`src/rtl/ckstat_pkg.sv`:
```
package ckstat_pkg;
  localparam int KINDS    = 14;
  localparam int ADDR_W   = 6;
  localparam int BYTE_W   = 16;
  localparam int OCT_BASE = 16;
  localparam int STAT_IDX = 32;
  localparam int DATA_W   = 32;
  localparam int LANES    = DATA_W / 8;

  typedef struct packed {
    logic              rdFire;
    logic [ADDR_W-1:0] rdIdx;
    logic [LANES-1:0]  rdLanes;
    logic [KINDS-1:0]  clrFrm;
    logic [KINDS-1:0]  clrOct;
  } ctrlStrb_t;
endpackage

```
`src/rtl/ckstat_ctrl.sv`:
```
module ckstat_ctrl
  import ckstat_pkg::*;
(
  input  logic              clk,
  input  logic              rst,
  input  logic              rdEn,
  input  logic [ADDR_W-1:0] rdAddr,
  input  logic [LANES-1:0]  rdStrb,
  output ctrlStrb_t         strb
);
  always_comb begin
    strb         = '0;
    strb.rdFire  = rdEn;
    strb.rdIdx   = rdAddr;
    strb.rdLanes = rdStrb;
    if (rdEn && rdStrb[0]) begin
      for (int k = 0; k < KINDS; k++) begin
        if (rdAddr == ADDR_W'(k))            strb.clrFrm[k] = 1'b1;
        if (rdAddr == ADDR_W'(OCT_BASE + k)) strb.clrOct[k] = 1'b1;
      end
    end
  end

  AST_CLR_ONEHOT: assert property (@(posedge clk) disable iff (rst)
    $onehot0({strb.clrOct, strb.clrFrm}));
endmodule

```
`src/rtl/ckstat_lane.sv`:
```
module ckstat_lane #(
  parameter int W     = 32,
  parameter int INC_W = 16
) (
  input  logic             clk,
  input  logic             rst,
  input  logic             sat,
  input  logic             evt,
  input  logic [INC_W-1:0] inc,
  input  logic             clr,
  output logic [W-1:0]     cnt,
  output logic             flag
);
  localparam int SW = ((W > INC_W) ? W : INC_W) + 1;
  localparam logic [W-1:0] ALL1 = '1;

  logic [SW-1:0] sum;
  logic [W-1:0]  low;
  logic          ov, halfX, fullX, hit;

  always_comb begin
    sum   = SW'(cnt) + SW'(inc);
    low   = sum[W-1:0];
    ov    = |sum[SW-1:W];
    halfX = !cnt[W-1] && low[W-1];
    fullX = (low == ALL1) && (cnt != ALL1);
    hit   = evt && (ov || fullX || halfX);
  end

  always_ff @(posedge clk) begin
    if (rst) begin
      cnt  <= '0;
      flag <= 1'b0;
    end else begin
      if (evt) cnt <= (ov && sat) ? ALL1 : low;
      if (hit)      flag <= 1'b1;
      else if (clr) flag <= 1'b0;
    end
  end

  AST_SAT_HOLD: assert property (@(posedge clk) disable iff (rst)
    (sat && evt && cnt == ALL1) |=> (cnt == ALL1));
  AST_SET_WINS: assert property (@(posedge clk) disable iff (rst)
    (hit && clr) |=> flag);
  AST_CLR_DROP: assert property (@(posedge clk) disable iff (rst)
    (clr && !evt) |=> !flag);
  AST_CNT_HOLD: assert property (@(posedge clk) disable iff (rst)
    !evt |=> $stable(cnt));
endmodule

```
`src/rtl/ckstat_dpath.sv`:
```
module ckstat_dpath
  import ckstat_pkg::*;
#(
  parameter int FRM_W = 32,
  parameter int OCT_W = 32
) (
  input  logic                    clk,
  input  logic                    rst,
  input  logic                    stopRollover,
  input  logic [KINDS-1:0]        frmEvt,
  input  logic [KINDS-1:0]        octEvt,
  input  logic [KINDS*BYTE_W-1:0] octBytes,
  input  ctrlStrb_t               strb,
  output logic [DATA_W-1:0]       rdData,
  output logic                    irq
);
  localparam logic [DATA_W-1:0] RSVD_MASK = 32'hC000_C000;

  logic [FRM_W-1:0]  frmCnt [KINDS];
  logic [OCT_W-1:0]  octCnt [KINDS];
  logic [KINDS-1:0]  frmFlag, octFlag;
  logic [DATA_W-1:0] statWord, rdMux, laneMask;

  for (genvar k = 0; k < KINDS; k++) begin : g_lane
    ckstat_lane #(.W(FRM_W), .INC_W(1)) u_frm (
      .clk(clk), .rst(rst), .sat(stopRollover), .evt(frmEvt[k]), .inc(1'b1),
      .clr(strb.clrFrm[k]), .cnt(frmCnt[k]), .flag(frmFlag[k]));
    ckstat_lane #(.W(OCT_W), .INC_W(BYTE_W)) u_oct (
      .clk(clk), .rst(rst), .sat(stopRollover), .evt(octEvt[k]),
      .inc(octBytes[k*BYTE_W +: BYTE_W]),
      .clr(strb.clrOct[k]), .cnt(octCnt[k]), .flag(octFlag[k]));
  end

  always_comb begin
    statWord                     = '0;
    statWord[KINDS-1:0]          = frmFlag;
    statWord[OCT_BASE +: KINDS]  = octFlag;
    rdMux = '0;
    if (strb.rdIdx == ADDR_W'(STAT_IDX)) rdMux = statWord;
    for (int k = 0; k < KINDS; k++) begin
      if (strb.rdIdx == ADDR_W'(k))            rdMux = DATA_W'(frmCnt[k]);
      if (strb.rdIdx == ADDR_W'(OCT_BASE + k)) rdMux = DATA_W'(octCnt[k]);
    end
    for (int b = 0; b < LANES; b++) laneMask[b*8 +: 8] = {8{strb.rdLanes[b]}};
  end

  always_ff @(posedge clk) begin
    if (rst)              rdData <= '0;
    else if (strb.rdFire) rdData <= rdMux & laneMask;
    else                  rdData <= '0;
  end

  assign irq = |{frmFlag, octFlag};

  AST_RD_IDLE: assert property (@(posedge clk) disable iff (rst)
    !strb.rdFire |=> (rdData == '0));
  AST_RSVD_ZERO: assert property (@(posedge clk) disable iff (rst)
    (strb.rdFire && strb.rdIdx == ADDR_W'(STAT_IDX)) |=> ((rdData & RSVD_MASK) == '0));
endmodule

```
`src/rtl/ckstat_bank.sv`:
```
module ckstat_bank
  import ckstat_pkg::*;
#(
  parameter int FRM_W = 32,
  parameter int OCT_W = 32
) (
  input  logic                    clk,
  input  logic                    rst,
  input  logic                    stopRollover,
  input  logic [KINDS-1:0]        frmEvt,
  input  logic [KINDS-1:0]        octEvt,
  input  logic [KINDS*BYTE_W-1:0] octBytes,
  input  logic                    rdEn,
  input  logic [ADDR_W-1:0]       rdAddr,
  input  logic [LANES-1:0]        rdStrb,
  output logic [DATA_W-1:0]       rdData,
  output logic                    irq
);
  ctrlStrb_t strb;

  ckstat_ctrl u_ctrl (
    .clk(clk), .rst(rst), .rdEn(rdEn), .rdAddr(rdAddr), .rdStrb(rdStrb), .strb(strb));

  ckstat_dpath #(.FRM_W(FRM_W), .OCT_W(OCT_W)) u_dpath (
    .clk(clk), .rst(rst), .stopRollover(stopRollover), .frmEvt(frmEvt),
    .octEvt(octEvt), .octBytes(octBytes), .strb(strb), .rdData(rdData), .irq(irq));
endmodule

```
`config.mk`:
```
export PLATFORM = sky130hd
export DESIGN_NAME = ckstat_bank
export DESIGN_NICKNAME = d
export VERILOG_FILES = /design/src/rtl/ckstat_pkg.sv /design/src/rtl/ckstat_ctrl.sv /design/src/rtl/ckstat_lane.sv /design/src/rtl/ckstat_dpath.sv /design/src/rtl/ckstat_bank.sv
export SDC_FILE = /design/constraint.sdc
export NUM_CORES = 2
export LEC_CHECK = 0
export ABC_CLOCK_PERIOD_IN_PS = 6100
export BUFFER_PORTS_ARGS = -buffer_cell sky130_fd_sc_hd__clkbuf_2
export CORE_ASPECT_RATIO = 0.9
export CORE_UTILIZATION = 23
export DETAILED_ROUTE_END_ITERATION = 8
export PLACE_DENSITY = 0.36
export SLEW_MARGIN = 20
export SYNTH_ARGS = -nofsm -noshare
export SYNTH_HDL_FRONTEND = slang
export SYNTH_SLANG_ARGS = --single-unit
```
`constraint.sdc`:
```
create_clock -name clk -period 6.1 [get_ports clk]
set_input_delay 0.61 -clock clk [delete_from_list [all_inputs] [get_ports clk]]
set_output_delay 0.61 -clock clk [all_outputs]
set_load 0.005 [all_outputs]
```
==> impl_metrics.json <==
{
  "synthCells": 8872,
  "drtIter0Drc": 8531,
  "multi_input_area_mm2": 0.04481,
  "place.gp.congestion": 0.9575,
  "path_max_fanout": 10,
  "ant_nets": 0,
  "cts_hold_buffers": 0,
  "port_buffers": 298,
  "worst_hold_path.endpoint": "u_dpath.rdData[14]",
  "clock_latency_ns": 0.83,
  "vdd_drop_max_mv": 0.2261,
  "dpl_cell_area_mm2": 0.07248,
  "drc": 0,
  "hold_path.class": "in2reg",
  "fmax_mhz": 188.9,
  "post_cts_resized": 0,
  "synth_area_mm2": 0.06687,
  "final_common_cell": "nor2_1",
  "start_kind": "flip-flop",
  "crit_buf_inv": 1,
  "htreeDepth": 4,
  "vias_per_cell": 5.784,
  "vias": 74508,
  "syn_nets": 9432,
  "clock_sinks": 956,
  "final_cell_mix": "nor2_1 (959), dfxtp_1 (956), nand2_1 (796)",
  "r2r_start": "u_dpath.g_lane[9].u_oct.cnt[6]",
  "ff2ff_path_depth": 19,
  "n_fill_cell": 31746,
  "worstPathRequired_ns": 6.87,
  "cts_tree": "done",
  "avgSynthCellArea_um2": 7.538,
  "rows": 187,
  "cp_cell_sequence": "ha_1, or4_1, a21oi_1, nor2_1, o41ai_1, o31a_1, buf_4, nor2_1, and3_1, ha_1, nor4b_1, nand3_1, or4_1, nor4_1, o2111a_1, nand4_1, nor4_1, nand4_1, o22ai_1",
  "post-place-ws_ns": 0.7367,
  "rsz0062_at_grt": "no",
  "fin_crit_ns": 5.295,
  "seqCellArea_mm2": 0.01914,
  "ios": 299,
  "cts_setup_buffers": 0,
  "ys_async_sr_fraction_pct": 0,
  "grt_max_degree": 84,
  "slowest_stage": "o41ai_1",
  "finalClockSkew_ns": 0.04318,
  "critPathMaxStageDelay_ns": 0.68,
  "critPathArrivalTime_ns": 6.06,
  "cts_root_buffer": "clkbuf_16",
  "finalHoldViolations": 0,
  "dp_hpwl_um": 292000,
  "area_delta_synth_final_pct": 15.01,
  "grt_pass1_vias": 67760,
  "grt_use_total_pct": 24.53,
  "worstSetupEndpointType": "flip-flop",
  "worstSetupPathType": "reg2reg",
  "synth_seq_cells": 956,
  "slew_violations": 0,
  "clk_path_buf_depth": 3,
  "cts_buffers": 134,
  "synth.distinct_cells": 108,
  "seq_area_frac_synth_pct": 28.62,
  "min_path_cells": 3,
  "tightest_slew_ns": 1.157,
  "cp_top_family": "simple AND/OR/NAND/NOR gates",
  "fp.dieW_um": 570.4,
  "finalCritPeriodShare_pct": 86.80,
  "coreArea_mm2": 0.2887,
  "dp_cells": 12628,
  "setup_tns_ns": 0,
  "worst_slack_ns": 0.8053,
  "p_leak_nw": 27.23,
  "initial_core_util_pct": 23.16,
  "ys.flop_type": "dfxtp_1",
  "r2r_setup_slack_ns": 0.81,
  "die_h_um": 513.5,
  "yosysWarningCount": 0,
  "fin_nets": 9450,
  "setup_viol_count_final": 0,
  "final_area_mm2": 0.07691,
  "drtPass1Iterations": 8,
  "status": "finished clean",
  "slew_headroom_pct": 22.27,
  "synth-edff-count": 0,
  "hp-start": "rdStrb[1]",
  "grt_pass1_wl_um": 524300,
  "antenna_found_initial": 46,
  "drive_above_1_share_pct": 9.475,
  "drt-total-wl_um": 374100,
  "gr-total-overflow": 0,
  "maxCapViolCount": 0,
  "clk_pin_slew_worst_paths_ns": 0.06,
  "power_density_mw_per_mm2": 249.0,
  "final_cells": 12882,
  "dieArea_mm2": 0.2929,
  "r2r-end": "u_dpath.g_lane[9].u_oct.flag",
  "routedWlPerCell_um": 29.04
}
## stage by stage
step / util (%) / total power [mW] / hold WS (ns)
global placement: 25.10 / 11.08 / 0.4821
global route: 26.63 / 19.92 / 0.1027
detailed placement: 25.10 / 11.07 / 0.4878
floorplan: - / 9.502 / 0.4406
CTS: 26.62 / 19.27 / 0.06546
finish: 26.64 / 19.15 / 0.09915
## final cells by class
type	count	share of cell area (%)
well taps	3874	6.302
clock buffers	200	5.089
repair buffers	476	3.791
multi-input cells	7118	58.26
inverters	204	0.9989
diodes	16	0.05206
clock inverters	38	0.6231
flip-flops and latches	956	24.88
## synth_stat cells, drive strengths merged, types with 41 or more instances
master    n  area share, %
a22oi   130            1.5
or3      63           0.60
a21o     95            1.1
o21a    140            1.6
nand4   261            2.5
o22ai    99           0.93
nor4    116            1.2
a311oi  281            3.7
a221oi   93            1.2
nor2    983            5.5
or4      41           0.48
o21ai   490            3.7
a211oi  353            4.0
xor2    132            1.7
buf      92           0.68
dfxtp   956             29
xnor2   178            2.3
and4     47           0.62
o31ai    46           0.52
and3    211            2.0
a21oi   708            5.3
and2     83           0.78
a31oi    84           0.80
nor2b    64           0.60
a222oi   48           0.72
nor3    260            2.0
nand2b   57           0.53
nand2   797            4.5
clkbuf  502            2.8
ha      280            5.2
nand3   338            2.5
inv     204            1.1
## cell families after synthesis
group           synth area share (%)
compound gates                 30.28
simple gates                   26.10
mux                           0.6249
buf+inv                        4.661
xor+xnor                       4.060
fa+ha+maj                      5.658
flops                          28.62
## worst min-delay path: stages
cell and delay, ns:
clkbuf_2 0.11, nand3_1 0.08, o31ai_1 0.08
## worst max path at each step
stage | startpoint | depth (start not counted) | slack, ns | end
finish | u_dpath.g_lane[9].u_oct.cnt[6] | 19 | 0.81 | u_dpath.g_lane[9].u_oct.flag
global route | u_dpath.g_lane[9].u_oct.cnt[6] | 19 | 0.51 | u_dpath.g_lane[9].u_oct.flag
CTS | u_dpath.g_lane[9].u_oct.cnt[6] | 19 | 0.88 | u_dpath.g_lane[9].u_oct.flag
detailed placement | octBytes[177] | 19 | 0.74 | u_dpath.g_lane[11].u_oct.flag
global placement | octBytes[177] | 19 | 0.70 | u_dpath.g_lane[11].u_oct.flag
floorplan | octBytes[69] | 18 | 1.34 | u_dpath.g_lane[4].u_oct.flag
## layer usage
metal / up-vias / share of wire (%) / global-route usage, %
met5: - / 0.029 / 0
met4: 18 / 4.1 / 9.877
met3: 471 / 7.6 / 3.835
met1: 36907 / 48 / 36.45
li1: 33924 / - / -
met2: 3188 / 41 / 34.60
## power by group
part / total [mW] / switching, mW / internal (mW) / leakage (nW)
logic: 3.51 / 2.19 / 1.32 / 17.2
registers: 7.50 / 0.918 / 6.59 / 7.84
clock network: 8.13 / 3.46 / 4.68 / 2.15
## registers in the layout (all words and copies together), names as in the netlist
signal                     cells
u_dpath.g_lane.u_frm.cnt     448
u_dpath.g_lane.u_oct.cnt     448
u_dpath.rdData                32
u_dpath.g_lane.u_frm.flag     14
u_dpath.g_lane.u_oct.flag     14
Note: power is estimated with default switching activity, not from simulation.
